[src/rtl/vic_pkg.sv]
package vic_pkg;
   // byte offsets of the control registers; vectors live at VEC_BASE parameter
   localparam int unsigned OFS_PEND = 32'h00;
   localparam int unsigned OFS_ENA  = 32'h04;
   localparam int unsigned OFS_ACK  = 32'h08;
   localparam int unsigned OFS_MODE = 32'h0C;

   function automatic logic [31:0] vic_default_vec(input logic [31:0] base);
      return (base & ~32'h0000_007F) | 32'h0000_0010;
   endfunction
endpackage

[src/rtl/vic_src_bank.sv]
module vic_src_bank #(
   parameter int NUM_SRC     = 32,
   parameter int SYNC_STAGES = 0
) (
   input  logic               clk,
   input  logic               rst_n,
   input  logic [NUM_SRC-1:0] src_i,
   input  logic [NUM_SRC-1:0] clr_i,
   output logic [NUM_SRC-1:0] pend_o
);
   logic [NUM_SRC-1:0] src_s;
   logic [NUM_SRC-1:0] pend_q;

   generate
      if (SYNC_STAGES < 0) begin : g_bad_sync
         $error("SYNC_STAGES must be non-negative");
      end
      if (SYNC_STAGES == 0) begin : g_direct
         assign src_s = src_i;
      end else begin : g_sync
         logic [NUM_SRC-1:0] stage_q [SYNC_STAGES];
         always_ff @(posedge clk or negedge rst_n) begin
            if (!rst_n) begin
               for (int s = 0; s < SYNC_STAGES; s++) stage_q[s] <= '0;
            end else begin
               stage_q[0] <= src_i;
               for (int s = 1; s < SYNC_STAGES; s++) stage_q[s] <= stage_q[s-1];
            end
         end
         assign src_s = stage_q[SYNC_STAGES-1];
      end
   endgenerate

   // a set request overrides a clear in the same cycle
   always_ff @(posedge clk or negedge rst_n) begin
      if (!rst_n) pend_q <= '0;
      else        pend_q <= (pend_q & ~clr_i) | src_s;
   end

   assign pend_o = pend_q;

   assert_set_wins_R4: assert property (@(posedge clk) disable iff (!rst_n)
      1'b1 |=> ((pend_q & $past(src_s)) == $past(src_s)));

   assert_ack_clears_R3: assert property (@(posedge clk) disable iff (!rst_n)
      1'b1 |=> ((pend_q & $past(clr_i & ~src_s)) == '0));

   assert_pending_holds_R1: assert property (@(posedge clk) disable iff (!rst_n)
      1'b1 |=> ((pend_q & $past(pend_q & ~clr_i)) == $past(pend_q & ~clr_i)));
endmodule

[src/rtl/vic_prio_pick.sv]
module vic_prio_pick #(
   parameter int NUM_SRC = 32,
   localparam int IDX_W  = (NUM_SRC > 1) ? $clog2(NUM_SRC) : 1
) (
   input  logic [NUM_SRC-1:0] req_i,
   output logic               any_o,
   output logic [IDX_W-1:0]   idx_o
);
   // lowest index wins: scan downwards so the last hit is the smallest
   always_comb begin
      any_o = |req_i;
      idx_o = '0;
      for (int i = NUM_SRC - 1; i >= 0; i--) begin
         if (req_i[i]) idx_o = IDX_W'(i);
      end
   end
endmodule

[src/rtl/vec_irq_ctrl.sv]
module vec_irq_ctrl #(
   parameter int          NUM_SRC     = 32,
   parameter int          ADDR_W      = 8,
   parameter int          DATA_W      = 32,
   parameter logic [31:0] BASE_VECTOR = 32'h0000_2345,
   parameter int          VEC_BASE    = 128,
   parameter int          SYNC_STAGES = 0
) (
   input  logic               clk,
   input  logic               rst_n,
   input  logic [NUM_SRC-1:0] src_i,
   input  logic               wr_en_i,
   input  logic [ADDR_W-1:0]  wr_addr_i,
   input  logic [DATA_W-1:0]  wr_data_i,
   input  logic [ADDR_W-1:0]  rd_addr_i,
   output logic [DATA_W-1:0]  rd_data_o,
   output logic               irq_o,
   output logic [DATA_W-1:0]  irq_vec_o,
   input  logic               proc_ack_i
);
   import vic_pkg::*;

   localparam int          IDX_W   = (NUM_SRC > 1) ? $clog2(NUM_SRC) : 1;
   localparam logic [31:0] DEF_VEC = vic_default_vec(BASE_VECTOR);

   generate
      if (NUM_SRC < 1 || NUM_SRC > DATA_W) begin : g_bad_count
         $error("NUM_SRC must lie in 1..DATA_W");
      end
      if (DATA_W < 32) begin : g_bad_width
         $error("DATA_W must be at least 32");
      end
      if ((VEC_BASE % 4) != 0 || VEC_BASE < 16) begin : g_bad_base
         $error("VEC_BASE must be word aligned and above the control registers");
      end
      if (VEC_BASE + 4 * NUM_SRC > (1 << ADDR_W)) begin : g_bad_span
         $error("vector registers do not fit the address space");
      end
   endgenerate

   logic [NUM_SRC-1:0] en_q, mode_q, pend, active;
   logic [DATA_W-1:0]  vec_q [NUM_SRC];
   logic [NUM_SRC-1:0] sw_clr, hw_clr;
   logic               pick_any;
   logic [IDX_W-1:0]   pick_idx;
   logic               gnt_vld_q, gnt_fast_q;
   logic [IDX_W-1:0]   gnt_id_q;
   logic [DATA_W-1:0]  gnt_vec_q;
   logic               gnt_live;

   // ---------------- register writes ----------------
   always_ff @(posedge clk or negedge rst_n) begin
      if (!rst_n) begin
         en_q   <= '0;
         mode_q <= '0;
      end else if (wr_en_i) begin
         if (wr_addr_i == ADDR_W'(OFS_ENA))  en_q   <= wr_data_i[NUM_SRC-1:0];
         if (wr_addr_i == ADDR_W'(OFS_MODE)) mode_q <= wr_data_i[NUM_SRC-1:0];
      end
   end

   generate
      for (genvar k = 0; k < NUM_SRC; k++) begin : g_vec
         always_ff @(posedge clk or negedge rst_n) begin
            if (!rst_n)
               vec_q[k] <= DATA_W'(DEF_VEC);
            else if (wr_en_i && wr_addr_i == ADDR_W'(VEC_BASE + 4 * k))
               vec_q[k] <= wr_data_i;
         end
      end
   endgenerate

   assign sw_clr = (wr_en_i && wr_addr_i == ADDR_W'(OFS_ACK)) ? wr_data_i[NUM_SRC-1:0] : '0;
   assign hw_clr = (gnt_vld_q && proc_ack_i && gnt_fast_q) ? (NUM_SRC'(1) << gnt_id_q) : '0;

   // ---------------- pending and priority ----------------
   vic_src_bank #(.NUM_SRC(NUM_SRC), .SYNC_STAGES(SYNC_STAGES)) u_bank (
      .clk    (clk),
      .rst_n  (rst_n),
      .src_i  (src_i),
      .clr_i  (sw_clr | hw_clr),
      .pend_o (pend)
   );

   assign active = pend & en_q;

   vic_prio_pick #(.NUM_SRC(NUM_SRC)) u_pick (
      .req_i (active),
      .any_o (pick_any),
      .idx_o (pick_idx)
   );

   // ---------------- registered grant ----------------
   always_ff @(posedge clk or negedge rst_n) begin
      if (!rst_n) begin
         gnt_vld_q  <= 1'b0;
         gnt_fast_q <= 1'b0;
         gnt_id_q   <= '0;
         gnt_vec_q  <= DATA_W'(DEF_VEC);
      end else if (gnt_vld_q) begin
         if (proc_ack_i || !active[gnt_id_q]) gnt_vld_q <= 1'b0;
      end else if (pick_any) begin
         gnt_vld_q  <= 1'b1;
         gnt_id_q   <= pick_idx;
         gnt_fast_q <= mode_q[pick_idx];
         gnt_vec_q  <= mode_q[pick_idx] ? vec_q[pick_idx] : DATA_W'(DEF_VEC);
      end
   end

   assign gnt_live  = gnt_vld_q && active[gnt_id_q];
   assign irq_o     = gnt_live;
   assign irq_vec_o = gnt_vec_q;

   // ---------------- register reads ----------------
   always_comb begin
      rd_data_o = '0;
      if (rd_addr_i == ADDR_W'(OFS_PEND))      rd_data_o[NUM_SRC-1:0] = pend;
      else if (rd_addr_i == ADDR_W'(OFS_ENA))  rd_data_o[NUM_SRC-1:0] = en_q;
      else if (rd_addr_i == ADDR_W'(OFS_MODE)) rd_data_o[NUM_SRC-1:0] = mode_q;
   end

   // ---------------- assertions ----------------
   assert_masked_quiet_R2: assert property (@(posedge clk) disable iff (!rst_n)
      ((pend & en_q) == '0) |-> !irq_o);

   assert_vector_hold_R7: assert property (@(posedge clk) disable iff (!rst_n)
      (irq_o && !proc_ack_i) |=> $stable(irq_vec_o));

   assert_ack_release_R8: assert property (@(posedge clk) disable iff (!rst_n)
      (irq_o && proc_ack_i) |=> !irq_o);

   assert_reset_quiet_R9: assert property (@(posedge clk)
      !rst_n |-> !irq_o);
endmodule

[config.mk]
export PLATFORM = sky130hd
export DESIGN_NAME = vec_irq_ctrl
export DESIGN_NICKNAME = d
export VERILOG_FILES = /design/src/rtl/vic_pkg.sv /design/src/rtl/vic_src_bank.sv /design/src/rtl/vic_prio_pick.sv /design/src/rtl/vec_irq_ctrl.sv
export SDC_FILE = /design/constraint.sdc
export NUM_CORES = 2
export LEC_CHECK = 0
export BUFFER_PORTS_ARGS = -buffer_cell sky130_fd_sc_hd__buf_4
export CAP_MARGIN = 20
export CORE_MARGIN = 3
export CORE_UTILIZATION = 30
export CTS_CLUSTER_SIZE = 10
export DETAILED_ROUTE_END_ITERATION = 6
export PLACE_DENSITY = 0.5
export REMOVE_ABC_BUFFERS = 1
export SLEW_MARGIN = 10
export SYNTH_ARGS = -nofsm -noshare
export SYNTH_HDL_FRONTEND = slang
export SYNTH_SLANG_ARGS = --single-unit
[constraint.sdc]
create_clock -name clk -period 5.5 [get_ports clk]
set_clock_uncertainty 0.1 [all_clocks]
set_input_delay 0.55 -clock clk [delete_from_list [all_inputs] [get_ports clk]]
set_output_delay 0.55 -clock clk [all_outputs]
set_load 0.005 [all_outputs]
### Word level (Yosys, flattened, before mapping)

Index checks and enable logic that the tools add are counted.

* logic and storage cells: 178
* register bits: 1159

* reductions and logical operators: 43
* shifts and indexed selects: 1
* eq/ne operators: 37
* order comparisons: 3
* bitwise gates (word level): 7
* muxes and demuxes: 48

Operator list (number)
* equality test 8 bit (second input constant): 32
* 2-to-1 mux 32 bit: 8
* binary-select mux 32 bit (select 5 bit): 1
* 2-to-1 mux 5 bit: 32
* AND 32 bit: 2
* OR 32 bit: 2
* logical AND 1 bit: 36
* NOT 32 bit: 1
* OR reduction 32 bit: 1
* left shift 1 x 5 -> 32 bit (first input constant): 1
* equality test 8 x 4 -> 1 bit (second input constant): 3
* equality test 8 x 3 -> 1 bit (second input constant): 2
* < comparator 5 x 6 -> 1 bit (second input constant): 2
* binary-select mux 1 bit (select 5 bit): 2
* logical NOT 8 bit: 1
* >= comparator 6 bit (second input constant): 1
* NOT 5 -> 6 bit: 1
* AND reduction 2 bit: 3
* 2-to-1 mux 1 bit: 5
* logical NOT 1 bit: 1
* logical OR 1 bit: 1
* NOT 1 bit: 1

### Depth between registers and ports, before layout

* depth after elaboration: 38
* mapped depth: 15
* depth with buffers taken out: 10

### Modules after synthesis

A second synthesis with hierarchy kept.

* cells, all modules: 3727
* area total of the unflattened synthesis: 54257.0 µm²

By module, submodules not included
* vec_irq_ctrl: area an instance 52710.6 µm², times used 1, cells an instance 3566
* vic_src_bank: area an instance 1161.1 µm², times used 1, cells an instance 96
* vic_prio_pick: area an instance 385.4 µm², times used 1, cells an instance 65

### Worst setup path after synthesis

OpenSTA, ideal clock, no wires.

* kind: flip-flop to flip-flop
* from: register u_bank.pend_q[5], in the netlist u_bank.pend_o[5]
* to: register gnt_vec_q[4], in the netlist irq_vec_o[4]
* arrival: 2914 ps
* cell stages (with the launch flop): 13
* path buffers: 4
* path slack: 2402 ps
* cells stage by stage: dfrtp_1 > a22oi_1 > nand2b_1 > a21boi_0 > a21o_1 > buf_2 > buf_2 > buf_1 > clkbuf_1 > mux4_2 > a32oi_1 > nand2_1 > o32a_1

* word-level cells in the longest chain between the ends: 12

RTL lines
* start, declared: RTL line vic_src_bank.sv:12 `logic [NUM_SRC-1:0] pend_q;`
* start signal, assigned: RTL line vic_src_bank.sv:37 `else pend_q <= (pend_q & ~clr_i) | src_s;`
* AND 32 bit (*): RTL line vec_irq_ctrl.sv:85 `assign active = pend & en_q;`
* 2-to-1 mux 5 bit (6 in series): RTL line vic_prio_pick.sv:14 `if (req_i[i]) idx_o = IDX_W'(i);`
* NOT 5 -> 6 bit (implied by the code): RTL line vec_irq_ctrl.sv:106 `gnt_vec_q <= mode_q[pick_idx] ? vec_q[pick_idx] : DATA_W'(DEF_VEC);`
* binary-select mux 32 bit (select 5 bit): RTL line vec_irq_ctrl.sv:106
* 2-to-1 mux 32 bit (implied by the code) (2 in series): RTL line vec_irq_ctrl.sv:106
* 2-to-1 mux 32 bit: RTL line vec_irq_ctrl.sv:106
* end signal, assigned: RTL line vec_irq_ctrl.sv:99 `gnt_vec_q <= DATA_W'(DEF_VEC);`
* end signal, assigned: RTL line vec_irq_ctrl.sv:106
* end, declared: RTL line vec_irq_ctrl.sv:48 `logic [DATA_W-1:0] gnt_vec_q;`

Every way passes the cells marked *; elsewhere a longest branch is shown, timed or not. The select of a mux whose other input is x is not followed.
A chain may end at the register's enable or synchronous reset.

### Worst setup path after layout

* from: register u_bank.pend_q[29], in the netlist u_bank.pend_o[29]
* to: register gnt_vec_q[21], in the netlist irq_vec_o[21]

* word-level cells in the longest chain between the ends: 36

RTL lines (RTL line)
* AND 32 bit (*): vec_irq_ctrl.sv:85
* 2-to-1 mux 5 bit (30 in series): vic_prio_pick.sv:14
* NOT 5 -> 6 bit (implied by the code): vec_irq_ctrl.sv:106
* binary-select mux 32 bit (select 5 bit): vec_irq_ctrl.sv:106
* 2-to-1 mux 32 bit (implied by the code) (2 in series): vec_irq_ctrl.sv:106
* 2-to-1 mux 32 bit: vec_irq_ctrl.sv:106

Marked as above.

==> results.toml <==
[status]
status = "finished, final reports clean"

[detailed_routing]
vias_per_cell = 5.34
drc = 0
postRouteAntennaNets = 0
wire_per_inst_um = 26.1
vias = 37900
drtIter0Drc = 3020
wirelength_um = 185000
first_pass_iters = 5

[synthesis]
synthArstFlopShare_pct = 100
synth_ff_type = "dfrtp_1"
ys_ff_latch = 1159
synth-edff-count = 0
synthesis.area_um2 = 54200
avgSynthCellArea_um2 = 11.5
ys_warn_count = 0
synthDistinctLibCells = 59
syn_inst = 4694
seq_area_frac_synth_pct = 53.8

[critical_path]
arrival_ns = 5.08
required_ns = 6.03
critPathKind = "reg2reg"
path_buf_inv = 2
worstSetupStartpointType = "register"
path_cells = "a22o_1 -> a31oi_1 -> o2111ai_2 -> a211o_2 -> buf_4 -> and3_1 -> a2111oi_0 -> a311o_1 -> o2bb2ai_1 -> o21bai_4 -> buf_4 -> o21ai_1"
max_stage_delay_ns = 0.81
crit_family = "compound AO/OA/AOI/OAI gates"
cp_common_cell = "buf_4"
end_kind = "register"
cp_max_fo = 57
critical-path-slowest-cell = "o21bai_4"

[sta]
finalCritPeriodShare_pct = 82.8
drv_slew = 0
hold_ws_ns = 0.160
setup_viol = 0
tightest_slew_ns = 1.14
grt_setup_unrepaired = "false"
fin_ws_ns = 0.948
max_slew_margin_pct = 23.6
hold_viol_final = 0
clock.fmax_mhz = 220
fin_crit_ns = 4.55

[finish]
nFillCells = 17700
regArea_um2 = 29200
drive_above_1_share_pct = 35.9
area_growth_pct = 14.2
multi_input_area_um2 = 23500
final_util_pct = 34.6
fin_area_um2 = 61900
nets = 4776
fin_cells = 7105

[clock_network]
cts_hold_buf = 34
cts-buffers-inserted = 138
post_cts_resized = 0
htree_levels = 4
clk_pin_slew_ns = 0.06
clockRootBuffer = "clkbuf_16"
clk_latency_ns = 0.77
cts.path.max_buffers = 3
cts_sinks = 1159
post_cts_buffers = 0
cts_tree = "yes"

[global_routing]
grt-busiest-layer = "met2"
grt_util_met1_pct = 25.7
grt_pass1_wl_um = 271000
grt_use_met3_pct = 2.57
grt.total_usage_pct = 19.7
first_global_vias = 38100
grt_max_degree = 154
overflow = 0
antenna_found_initial = 5
use_met2_pct = 32.8

[floorplan]
start_util_pct = 30.3
die_y_um = 431
std_cell_rows = 155
core_um2 = 179000
boundaryPins = 149
die_area_um2 = 186000
fp.dieW_um = 431

[power_and_ir_drop]
seqPwrFrac_pct = 41.0
leakage_uw = 0.0287
swShare_pct = 33.1
internal-power_uw = 15500
powerDensity_nw_per_um2 = 375
p_switching_uw = 7700
clockPowerShare_pct = 35.8
ir_drop_mv = 0.263
p_comb_share_pct = 23.2

[placement]
dp.cells = 6873
place_ws_ns = 1.09
place_area_um2 = 57700
hpwlAfterDp_um = 107000
place_congestion = 0.866
io_buffers = 148

[job]
cap_viol_max_count = 0

[min_path]
min_path_type = "in2reg"
==> cells in the final DEF, fill, tap and decap left out, drive strengths merged, types with 44 or more instances in the layout <==
master  instances
clkbuf        181
a211oi         84
mux2i          67
and3          119
nor2           93
o21ai          44
a21oi         106
a22oi          57
nand2         876
dfstp         132
buf           239
mux2         1090
a31oi         147
dfrtp        1027
nand3         132
==> routing by layer <==
layer,wire length (um),vias up
met3,7830,279
met2,89300,917
li1,-,16700
met1,80700,20100
met4,7480,0
met5,0,-
==> final timing paths <==
path	start	end	cells past startpoint	slack, ns
hold / removal	wr_addr_i[3]	vec_q[836]	3	0.16
hold reg to reg	vec_q[911]	vec_q[911]	1	0.39
max in group asynchronous	rst_n	vec_q[465]	3	3.64
min in group asynchronous	rst_n	vec_q[530]	2	0.34
setup reg to reg	u_bank.pend_o[29]	irq_vec_o[21]	12	0.95
setup / recovery	u_bank.pend_o[29]	irq_vec_o[21]	12	0.95
==> cells by family after synthesis <==
group / after synthesis / share of synthesized area (%)
AO/OA/AOI/OAI: 587 / 7.27
buffers and inverters: 419 / 3.27
flip-flops: 1159 / 53.8
multiplexers: 1178 / 24.8
AND/OR/NAND/NOR: 1351 / 10.9
==> power by group through the flow <==
| stage | combinational (uW) | clock (uW) | sequential, uW |
|---|---|---|---|
| 6_report | 5390 | 8320 | 9520 |
| 2_1_floorplan | 3190 | 0 | 9470 |
| 4_1_cts | 5450 | 8540 | 9530 |
| 5_1_grt | 5790 | 8880 | 9580 |
| 3_3_place_gp | 5400 | 0 | 9660 |
| 3_5_place_dp | 5410 | 0 | 9670 |
==> flip-flops by register name, summed over array words and instances, names as in the netlist <==
name,flops
gnt_fast_q,1
irq_vec_o,32
vec_q,1024
en_q,32
gnt_vld_q,1
gnt_id_q,5
mode_q,32
u_bank.pend_o,32
==> metrics by stage <==
stage	setup TNS (ns)	power, uW
after CTS	0	23500
after global routing	0	24200
final	0	23200
after detailed placement	0	15100
after floorplan	-220.56	12700
after global placement	0	15100
==> worst min-delay path: stages <==
cell and delay, ns:
buf_4 0.11, nor3_2 0.09, mux2_2 0.23
==> layout make-up <==
cell class / instances / area share [%]
multi-input cells: 3116 / 37.9
diodes: 4 / 0.0162
well taps: 2355 / 4.76
clock buffers: 181 / 6.09
clock inverters: 13 / 0.224
repair buffers: 273 / 3.86
inverters: 4 / 0.0243
flip-flops and latches: 1159 / 47.1
==> cell usage after synthesis, drive strengths merged, types with 5 or more instances <==
cell | number | share of area [%]
a211oi | 84 | 1.2
a21o | 34 | 0.47
a21oi | 106 | 0.99
a22o | 5 | 0.081
a22oi | 57 | 0.79
a31oi | 147 | 1.7
a32o | 6 | 0.11
a32oi | 35 | 0.57
and2 | 38 | 0.44
and3 | 119 | 1.4
buf | 179 | 1.6
clkbuf | 236 | 1.6
dfrtp | 1027 | 47
dfstp | 132 | 6.4
mux2 | 1090 | 23
mux2i | 67 | 1.2
mux4 | 21 | 0.87
nand2 | 876 | 6.1
nand2b | 5 | 0.058
nand3 | 132 | 1.2
nand4 | 36 | 0.42
nor2 | 93 | 0.65
nor2b | 5 | 0.058
nor3 | 10 | 0.092
nor4 | 6 | 0.069
o211ai | 9 | 0.12
o21ai | 44 | 0.41
o22ai | 29 | 0.33
or4 | 27 | 0.37
(Power assumes the default switching activity.)
